**src/rtl/i2c_am_pkg.sv**
```systemverilog
// Shared widths, phase encoding and reserved address lookup for the
// I2C address matcher. Assumes byte-wide address delivery.
package i2c_am_pkg;
    localparam int BYTE_W  = 8;
    localparam int A7_W    = 7;
    localparam int A10_W   = 10;
    localparam int MSK_W   = 3;
    localparam int HDR_W   = 5;
    localparam int HI_W    = A10_W - BYTE_W;
    localparam int RSV_N   = 4;
    localparam logic [HDR_W-1:0] HDR_TAG = 5'b11110;

    typedef enum logic [1:0] {
        PH_IDLE  = 2'd0,   // bytes are ignored
        PH_FIRST = 2'd1,   // next byte is the first address byte
        PH_LOW   = 2'd2    // next byte is the low 10-bit address byte
    } phase_t;

    // Reserved 7-bit addresses, indexed like the rsv_on vector.
    function automatic logic [A7_W-1:0] rsv_addr(input int idx);
        case (idx)
            0:       rsv_addr = 7'b0000000;  // general call
            1:       rsv_addr = 7'b0001100;  // alert response
            2:       rsv_addr = 7'b1100001;  // device default
            default: rsv_addr = 7'b0001000;  // host
        endcase
    endfunction
endpackage

```
**src/rtl/i2c_am_seven_cmp.sv**
```systemverilog
// Combinational 7-bit address compare: own address 1 (exact), own
// address 2 (masked low bits, never reserved) and the enabled reserved
// addresses. Assumes the caller has already excluded 10-bit headers.
module i2c_am_seven_cmp
    import i2c_am_pkg::*;
(
    input  logic [A7_W-1:0]  rx_addr,
    input  logic [A7_W-1:0]  own1,
    input  logic             own1_on,
    input  logic [A7_W-1:0]  own2,
    input  logic [MSK_W-1:0] own2_msk,
    input  logic             own2_on,
    input  logic [RSV_N-1:0] rsv_on,
    output logic             any_hit
);
    logic [A7_W-1:0]  care;
    logic [RSV_N-1:0] rsv_hit;
    logic             is_rsv;
    logic             own1_hit;
    logic             own2_hit;

    // Bit i of own address 2 is compared only when i is at or above the mask.
    for (genvar i = 0; i < A7_W; i++) begin : g_care
        assign care[i] = (MSK_W'(i) >= own2_msk);
    end

    // One comparator per reserved address, gated by its enable.
    for (genvar r = 0; r < RSV_N; r++) begin : g_rsv
        assign rsv_hit[r] = rsv_on[r] && (rx_addr == rsv_addr(r));
    end

    // Merge the individual address hits.
    always_comb begin
        is_rsv   = (rx_addr[A7_W-1 -: 4] == 4'b0000) || (rx_addr[A7_W-1 -: 4] == 4'b1111);
        own1_hit = own1_on && (rx_addr == own1);
        own2_hit = own2_on && !is_rsv && (((rx_addr ^ own2) & care) == '0);
        any_hit  = own1_hit || own2_hit || (|rsv_hit);
    end
endmodule

```
**src/rtl/i2c_am_ten_cmp.sv**
```systemverilog
// Combinational 10-bit address helpers: header form check against the
// two high own-address bits, and low-byte compare.
module i2c_am_ten_cmp
    import i2c_am_pkg::*;
(
    input  logic [BYTE_W-1:0] rx_byte,
    input  logic [A10_W-1:0]  own1,
    output logic              hdr_hit,
    output logic              lo_hit,
    output logic [A7_W-1:0]   ten_code
);
    // Header form, low byte equality and the code reported on a 10-bit hit.
    always_comb begin
        hdr_hit  = (rx_byte[BYTE_W-1 -: HDR_W] == HDR_TAG) &&
                   (rx_byte[HI_W:1] == own1[A10_W-1 -: HI_W]);
        lo_hit   = (rx_byte == own1[BYTE_W-1:0]);
        ten_code = {HDR_TAG, own1[A10_W-1 -: HI_W]};
    end
endmodule

```
**src/rtl/i2c_addr_match.sv**
```systemverilog
// I2C slave address matcher. Tracks the address phase between start,
// repeated start and stop strobes, acknowledges address bytes and reports
// match, direction and match code one cycle after each byte strobe.
// Assumes at most one strobe per cycle and stable configuration per transfer.
module i2c_addr_match
    import i2c_am_pkg::*;
(
    input  logic              clk,
    input  logic              rst_n,
    input  logic              start_stb,
    input  logic              rstart_stb,
    input  logic              stop_stb,
    input  logic              byte_stb,
    input  logic [BYTE_W-1:0] byte_data,
    input  logic [A10_W-1:0]  own1_addr,
    input  logic              own1_en,
    input  logic              own1_ten,
    input  logic [A7_W-1:0]   own2_addr,
    input  logic [MSK_W-1:0]  own2_mask,
    input  logic              own2_en,
    input  logic              gcall_en,
    input  logic              alert_en,
    input  logic              dflt_en,
    input  logic              host_en,
    output logic              match_o,
    output logic              ack_o,
    output logic              dir_o,
    output logic [A7_W-1:0]   code_o
);
    phase_t          phase_q, phase_d;
    logic            owned_q, owned_d;
    logic            match_d, ack_d, dir_d;
    logic [A7_W-1:0] code_d;
    logic            seven_hit, hdr_hit, lo_hit, ten_on;
    logic [A7_W-1:0] ten_code;

    i2c_am_seven_cmp u_seven (
        .rx_addr  (byte_data[BYTE_W-1:1]),
        .own1     (own1_addr[A7_W-1:0]),
        .own1_on  (own1_en && !own1_ten),
        .own2     (own2_addr),
        .own2_msk (own2_mask),
        .own2_on  (own2_en),
        .rsv_on   ({host_en, dflt_en, alert_en, gcall_en}),
        .any_hit  (seven_hit)
    );

    i2c_am_ten_cmp u_ten (
        .rx_byte  (byte_data),
        .own1     (own1_addr),
        .hdr_hit  (hdr_hit),
        .lo_hit   (lo_hit),
        .ten_code (ten_code)
    );

    assign ten_on = own1_en && own1_ten;

    // Next-state and output decision for the current strobe.
    always_comb begin
        phase_d = phase_q;
        owned_d = owned_q;
        match_d = 1'b0;
        ack_d   = 1'b0;
        dir_d   = dir_o;
        code_d  = code_o;
        if (stop_stb) begin
            phase_d = PH_IDLE;
            owned_d = 1'b0;
        end else if (start_stb) begin
            phase_d = PH_FIRST;
            owned_d = 1'b0;
        end else if (rstart_stb) begin
            phase_d = PH_FIRST;
        end else if (byte_stb) begin
            case (phase_q)
                PH_FIRST: begin
                    phase_d = PH_IDLE;
                    if (ten_on && hdr_hit) begin
                        if (!byte_data[0]) begin
                            ack_d   = 1'b1;
                            phase_d = PH_LOW;
                        end else if (owned_q) begin
                            ack_d   = 1'b1;
                            match_d = 1'b1;
                            dir_d   = 1'b1;
                            code_d  = ten_code;
                        end
                    end else if (seven_hit) begin
                        ack_d   = 1'b1;
                        match_d = 1'b1;
                        dir_d   = byte_data[0];
                        code_d  = byte_data[BYTE_W-1:1];
                    end
                end
                PH_LOW: begin
                    phase_d = PH_IDLE;
                    if (ten_on && lo_hit) begin
                        ack_d   = 1'b1;
                        match_d = 1'b1;
                        dir_d   = 1'b0;
                        code_d  = ten_code;
                        owned_d = 1'b1;
                    end else begin
                        owned_d = 1'b0;
                    end
                end
                default: ;
            endcase
        end
    end

    // State and output registers with synchronous reset.
    always_ff @(posedge clk) begin
        if (!rst_n) begin
            phase_q <= PH_IDLE;
            owned_q <= 1'b0;
            match_o <= 1'b0;
            ack_o   <= 1'b0;
            dir_o   <= 1'b0;
            code_o  <= '0;
        end else begin
            phase_q <= phase_d;
            owned_q <= owned_d;
            match_o <= match_d;
            ack_o   <= ack_d;
            dir_o   <= dir_d;
            code_o  <= code_d;
        end
    end
endmodule

```
**config.mk**
```make
export PLATFORM = sky130hd
export DESIGN_NAME = i2c_addr_match
export DESIGN_NICKNAME = d
export VERILOG_FILES = /design/src/rtl/i2c_am_pkg.sv /design/src/rtl/i2c_am_seven_cmp.sv /design/src/rtl/i2c_am_ten_cmp.sv /design/src/rtl/i2c_addr_match.sv
export SDC_FILE = /design/constraint.sdc
export NUM_CORES = 1
export LEC_CHECK = 0
export BUFFER_PORTS_ARGS = -buffer_cell sky130_fd_sc_hd__buf_2
export CAP_MARGIN = 10
export CORE_MARGIN = 8
export CORE_UTILIZATION = 47
export CTS_CLUSTER_DIAMETER = 60
export CTS_CLUSTER_SIZE = 16
export DETAILED_ROUTE_END_ITERATION = 10
export GPL_TIMING_DRIVEN = 0
export PLACE_DENSITY = 0.79
export SETUP_SLACK_MARGIN = 0.5
export SLEW_MARGIN = 10
export SYNTH_ARGS = -nofsm -noshare
export SYNTH_HDL_FRONTEND = slang
export SYNTH_SLANG_ARGS = --single-unit
```
**constraint.sdc**
```tcl
create_clock -name clk -period 2.18 [get_ports clk]
set_clock_uncertainty 0.05 [all_clocks]
set_input_delay 0.109 -clock clk [delete_from_list [all_inputs] [get_ports clk]]
set_output_delay 0.109 -clock clk [all_outputs]
set_load 0.005 [all_outputs]
```
## Word-level counts from Yosys, hierarchy flattened

Cells that the tools add are included.

- Bits in registers: 13
- Bits in latches: 0
- RAM bits: 0
- Bits in read-only memories: 0
- Input bits: 41
- Output and inout port bits: 10
- Logic and storage cells: 94
- Memories: 0

- Add/sub/neg operators: 0
- $mul: 0
- Divide/modulo/power cells: 0
- $lt $le $gt $ge: 7
- Equal/unequal tests: 14
- Shift operators: 0
- Multiplexer cells: 27
- Bitwise operators: 7
- Reductions and logical operators: 32

Operator list:

| cell | number |
|---|---|
| $mux W7 | 5 |
| $mux W1 | 15 |
| $eq A7 B4 Y1 const B | 2 |
| $logic_not A7 Y1 | 2 |
| $pmux W7 S2 | 1 |
| $logic_and A1 B1 Y1 | 12 |
| $ge A3 B3 Y1 const A | 3 |
| $ne A3 B3 Y1 const B | 3 |
| $reduce_and A9 Y1 | 1 |
| $eq A8 B8 Y1 | 1 |
| $reduce_or A4 Y1 | 2 |
| $and A7 B7 Y7 | 1 |
| $eq A7 B7 Y1 | 1 |
| $eq A7 B7 Y1 const B | 1 |
| $xor A7 B7 Y7 | 1 |
| $ge A1 B3 Y1 const A | 2 |
| $ge A2 B3 Y1 const A | 2 |
| $pmux W1 S2 | 3 |
| $eq A5 B5 Y1 const B | 1 |
| $not A1 Y1 | 5 |
| $reduce_or A5 Y1 | 1 |
| $eq A4 B4 Y1 const B | 1 |
| $logic_not A4 Y1 | 1 |
| $mux W2 | 2 |
| 14 further kinds | 18 |

## Longest topological paths before layout

- Word-level depth: 10
- Mapped depth: 8

## Hierarchy

From an unflattened synthesis, not the netlist that was laid out.

- Cell total of the unflattened synthesis: 142
- Area total of the unflattened synthesis: 1,213.7 um^2

By module, submodules not included:

| module | instances | cells an instance | area each (um^2) |
|---|---|---|---|
| i2c_addr_match | 1 | 77 | 742.0 |
| i2c_am_seven_cmp | 1 | 41 | 295.3 |
| i2c_am_ten_cmp | 1 | 24 | 176.4 |

## Least setup slack after synthesis

Ideal clock, no wire load.

- Path kind: register to register
- Start point: reg phase_q[0]
- End point: reg code_o[4]
- Library setup time: 122 ps
- Data arrival time: 1,569 ps
- Required time: 2,008 ps
- Path slack: 440 ps
- Cell stages (with the launch flop): 9
- Buffers on the path: 1
- Cells stage by stage: dfxtp_1 > inv_1 > ha_1 > nand2b_1 > nor4_1 > nand2_1 > a221o_1 > buf_6 > mux2i_1

- Cells in the longest elaborated chain, start to end: 3
- Elaborated cells on any way between the ends: 9
- Classes of those cells: 6 x eq/ne; 1 x mux; 2 x reduce/logical

RTL lines:

| item | RTL line | RTL |
|---|---|---|
| start, declared | i2c_addr_match.sv:30 | `phase_t phase_q, phase_d;` |
| start signal, assigned | i2c_addr_match.sv:122 | `phase_q <= phase_d;` |
| $eq A2 B1 Y1 or $eq A2 B2 Y1 (tied branches) | i2c_addr_match.sv:75 | `case (phase_q)` |
| $ne A3 B3 Y1 (no source line) (tied with other cells) | -- |  |
| $reduce_and A9 Y1 (no source line) | -- |  |
| end signal, assigned | i2c_addr_match.sv:127 | `code_o <= code_d;` |
| end, declared | i2c_addr_match.sv:28 | `output logic [A7_W-1:0] code_o` |

Several ways; a longest one is shown, not always the timed one.
A chain may end at the register's enable or synchronous reset.

## Final worst setup path

Same ends and word-level chain as after synthesis.

==> metrics.txt <==
status=finished, final reports clean; Placed Cells=207; final non-filler cell total=213; Layout area overhead=29.47%; Crit path required time=2.30 ns; headroom to the max-slew limit=59.61%; number of synthesized flops with an enable pin=0; Top FF cell, synth=dfxtp_1; Netlist cell types=36; Root Buffer=clkbuf_4; CP Launch Type=register; slowest CP cell=dfxtp_2; Tightest Pin Transition=0.6009 ns; Die X=65.84 um; register area share after synthesis=22.29%; Remaining Overflow, GRT=0; Initial Util=48.44%; layout cell share with drive strength beyond 1=40.98%; leakage=0.6656 nW; crit share post-route=76.69%; Vias/cell=5.535; WP data arrival=1.79 ns; first-pass GRT wire length=5.119 mm; Port Buf Inserts=43; DIE AREA=0.004334 mm^2; f_max=0.5982 GHz; Yosys reg bits=13; Syn Nets=177; CTS H-Tree Depth=1; Detailed Routing Iterations Pass 1=4; post-synth top area cell=dfxtp_1; Fin. Hold Viols=0; Final min period=1.672 ns; Setup violations, final=0; initial antenna violation count=0; Clock Sinks=13; largest net degree at the start of global routing=11; fraction of registers with async set/reset=0%; max-slew violations=0; filler instances=213; Hold Path Class=in -> reg; RSZ-0062 raised after global routing=yes; final setup margin=0.5083 ns; Core Rows=18; Crit. End Element=register; CTS Hold Bufs=0; antenna violation net count after detailed routing=0; WL per Instance=14.66 um; DRT Wirelength=3.122 mm; PwrDens=375.5 mW/mm^2; HPWL Detailed=2.517 mm; critical path's largest stage delay=0.36 ns; worst slack, placed=0.2930 ns; final net count=227; vias in the first global route=1216; top-count cell post-synth=xnor2_1; Synth Warn #=0; Synth Instances=134; Mapped Area=0.001167 mm^2; Num CTS Buffers=3; routability cong.=0.7699; clock tree from TritonCTS=done; CTS clk-pin slew, worst paths=0.09 ns; post-synth top area share=22.29%; Area contributors post-synth=dfxtp_1 22%, xnor2_1 14%, mux2i_1 7.7%; Final Util=62.72%; DRT iter0 DRCs=26; vias post-DR=1179; Tot GR Track Use=14.28%; core area=0.002410 mm^2; setup tns final=0 ns; num ports=51; Peak VDD IR=0.0002621 V; deepest clock path buffer count=2; CP Max Fanout=8; DIE HEIGHT=65.84 um; top post-synthesis cells by count=19 x xnor2_1, 15 x nand2_1, 13 x dfxtp_1; syn avg cell area=8.712 um^2; Critical Path, Cell by Cell=inv_2 -> ha_4 -> nand2b_4 -> nor4_4 -> nand2_1 -> a221o_1 -> buf_6 -> mux2i_1; Post-route DRC=0; clk_lat worst skew=0.28 ns; max_cap viols=0; Worst Setup Path Type=reg -> reg; n_diodes=0
-- through the flow --
stage / total power (W) / hold WS (ns) / area (um^2)
floorplan: 0.0003497 / 0.1371 / 1176
global placement: 0.0004044 / 0.2873 / 1429
detailed placement: 0.0004090 / 0.2911 / 1429
CTS: 0.0005672 / 0.01581 / 1500
global route: 0.0006000 / 0.02900 / 1511
finish: 0.0005676 / 0.03487 / 1511
-- worst paths after layout --
path,start,to,slack (ns),depth (start not counted)
hold reg to reg,code_o[2]$_SDFFE_PN0P_,code_o[2]$_SDFFE_PN0P_,0.41,2
setup / recovery,phase_q[0]$_SDFFE_PP0P_,code_o[4]$_SDFFE_PN0P_,0.51,8
setup reg to reg,phase_q[0]$_SDFFE_PP0P_,code_o[4]$_SDFFE_PN0P_,0.51,8
hold / removal,start_stb,phase_q[1]$_SDFFE_PP0P_,0.03,2
-- area by class of cell --
| type | instances | area, um^2 | share of cell area, % |
|---|---|---|---|
| buffer | 10 | 113.9 | 7.533 |
| clock buffer | 3 | 22.52 | 1.490 |
| clock inverter | 1 | 5.005 | 0.3311 |
| inverter | 4 | 15.01 | 0.9934 |
| multi-input combinational | 107 | 824.5 | 54.55 |
| sequential | 13 | 262.8 | 17.38 |
| tap | 30 | 37.54 | 2.483 |
| timing repair buffer | 45 | 230.2 | 15.23 |
-- worst max-delay path: cells and delay by family, from the launching register on --
family	cells	cell delay (ns)
DFF	1	0.36
adders and majority gates	1	0.20
and+or+nand+nor	3	0.34
AOI/OAI and AO/OA	1	0.28
buffers and inverters	2	0.21
muxes	1	0.12
-- layout by cell type, fill, tap and decap left out, types with 2 or more instances in the layout --
cell type	n
a21oi_1	3
buf_2	43
dfxtp_2	2
nor4_1	2
o21ai_0	5
nor4_2	3
clkbuf_4	3
nor2_1	4
buf_6	8
nand3_1	6
dfxtp_1	11
mux2_2	2
nand2b_1	2
xnor2_1	19
xor2_1	5
inv_1	2
nand3b_1	4
nand4_1	4
nor3_1	3
nand2_1	15
o211ai_1	3
mux2i_1	9
buf_4	2
-- sequential cells by signal, summed over array words and instances, names as in the netlist --
signal,flops
match_o,1
code_o,7
dir_o,1
phase_q,2
ack_o,1
owned_q,1
-- metal layers --
metal | GRT usage (%) | vias to the layer above | wire length, um
li1 | - | 570 | -
met1 | 15.29 | 560 | 1267
met2 | 26.31 | 41 | 1631
met3 | 4.237 | 8 | 165
met4 | 3.815 | 0 | 57
met5 | 0 | - | 0
-- timing repair --
| action | CTS | global route |
|---|---|---|
| endpoints found under the hold margin | 0 | 0 |
| setup endpoints to repair | 8 | 10 |
| pin swaps | 3 | 2 |
| setup buffers | 2 | 0 |
| gates resized for setup | 5 | 2 |
-- power breakdown --
part	internal [W]	leakage, nW	switching, W	total [W]
combinational	0.0000882	0.542	0.0000837	0.000172
clock	0.0000681	0.0177	0.0000869	0.000155
sequential	0.000239	0.106	0.00000137	0.000241
-- cells by family after synthesis --
family,synth area share (%)
compound gates,12.22
buf+inv,11.04
simple gates,23.69
xor+xnor,18.01
mux,10.61
fa+ha+maj,2.143
flops,22.29
Power figures use the tool's default switching activity.
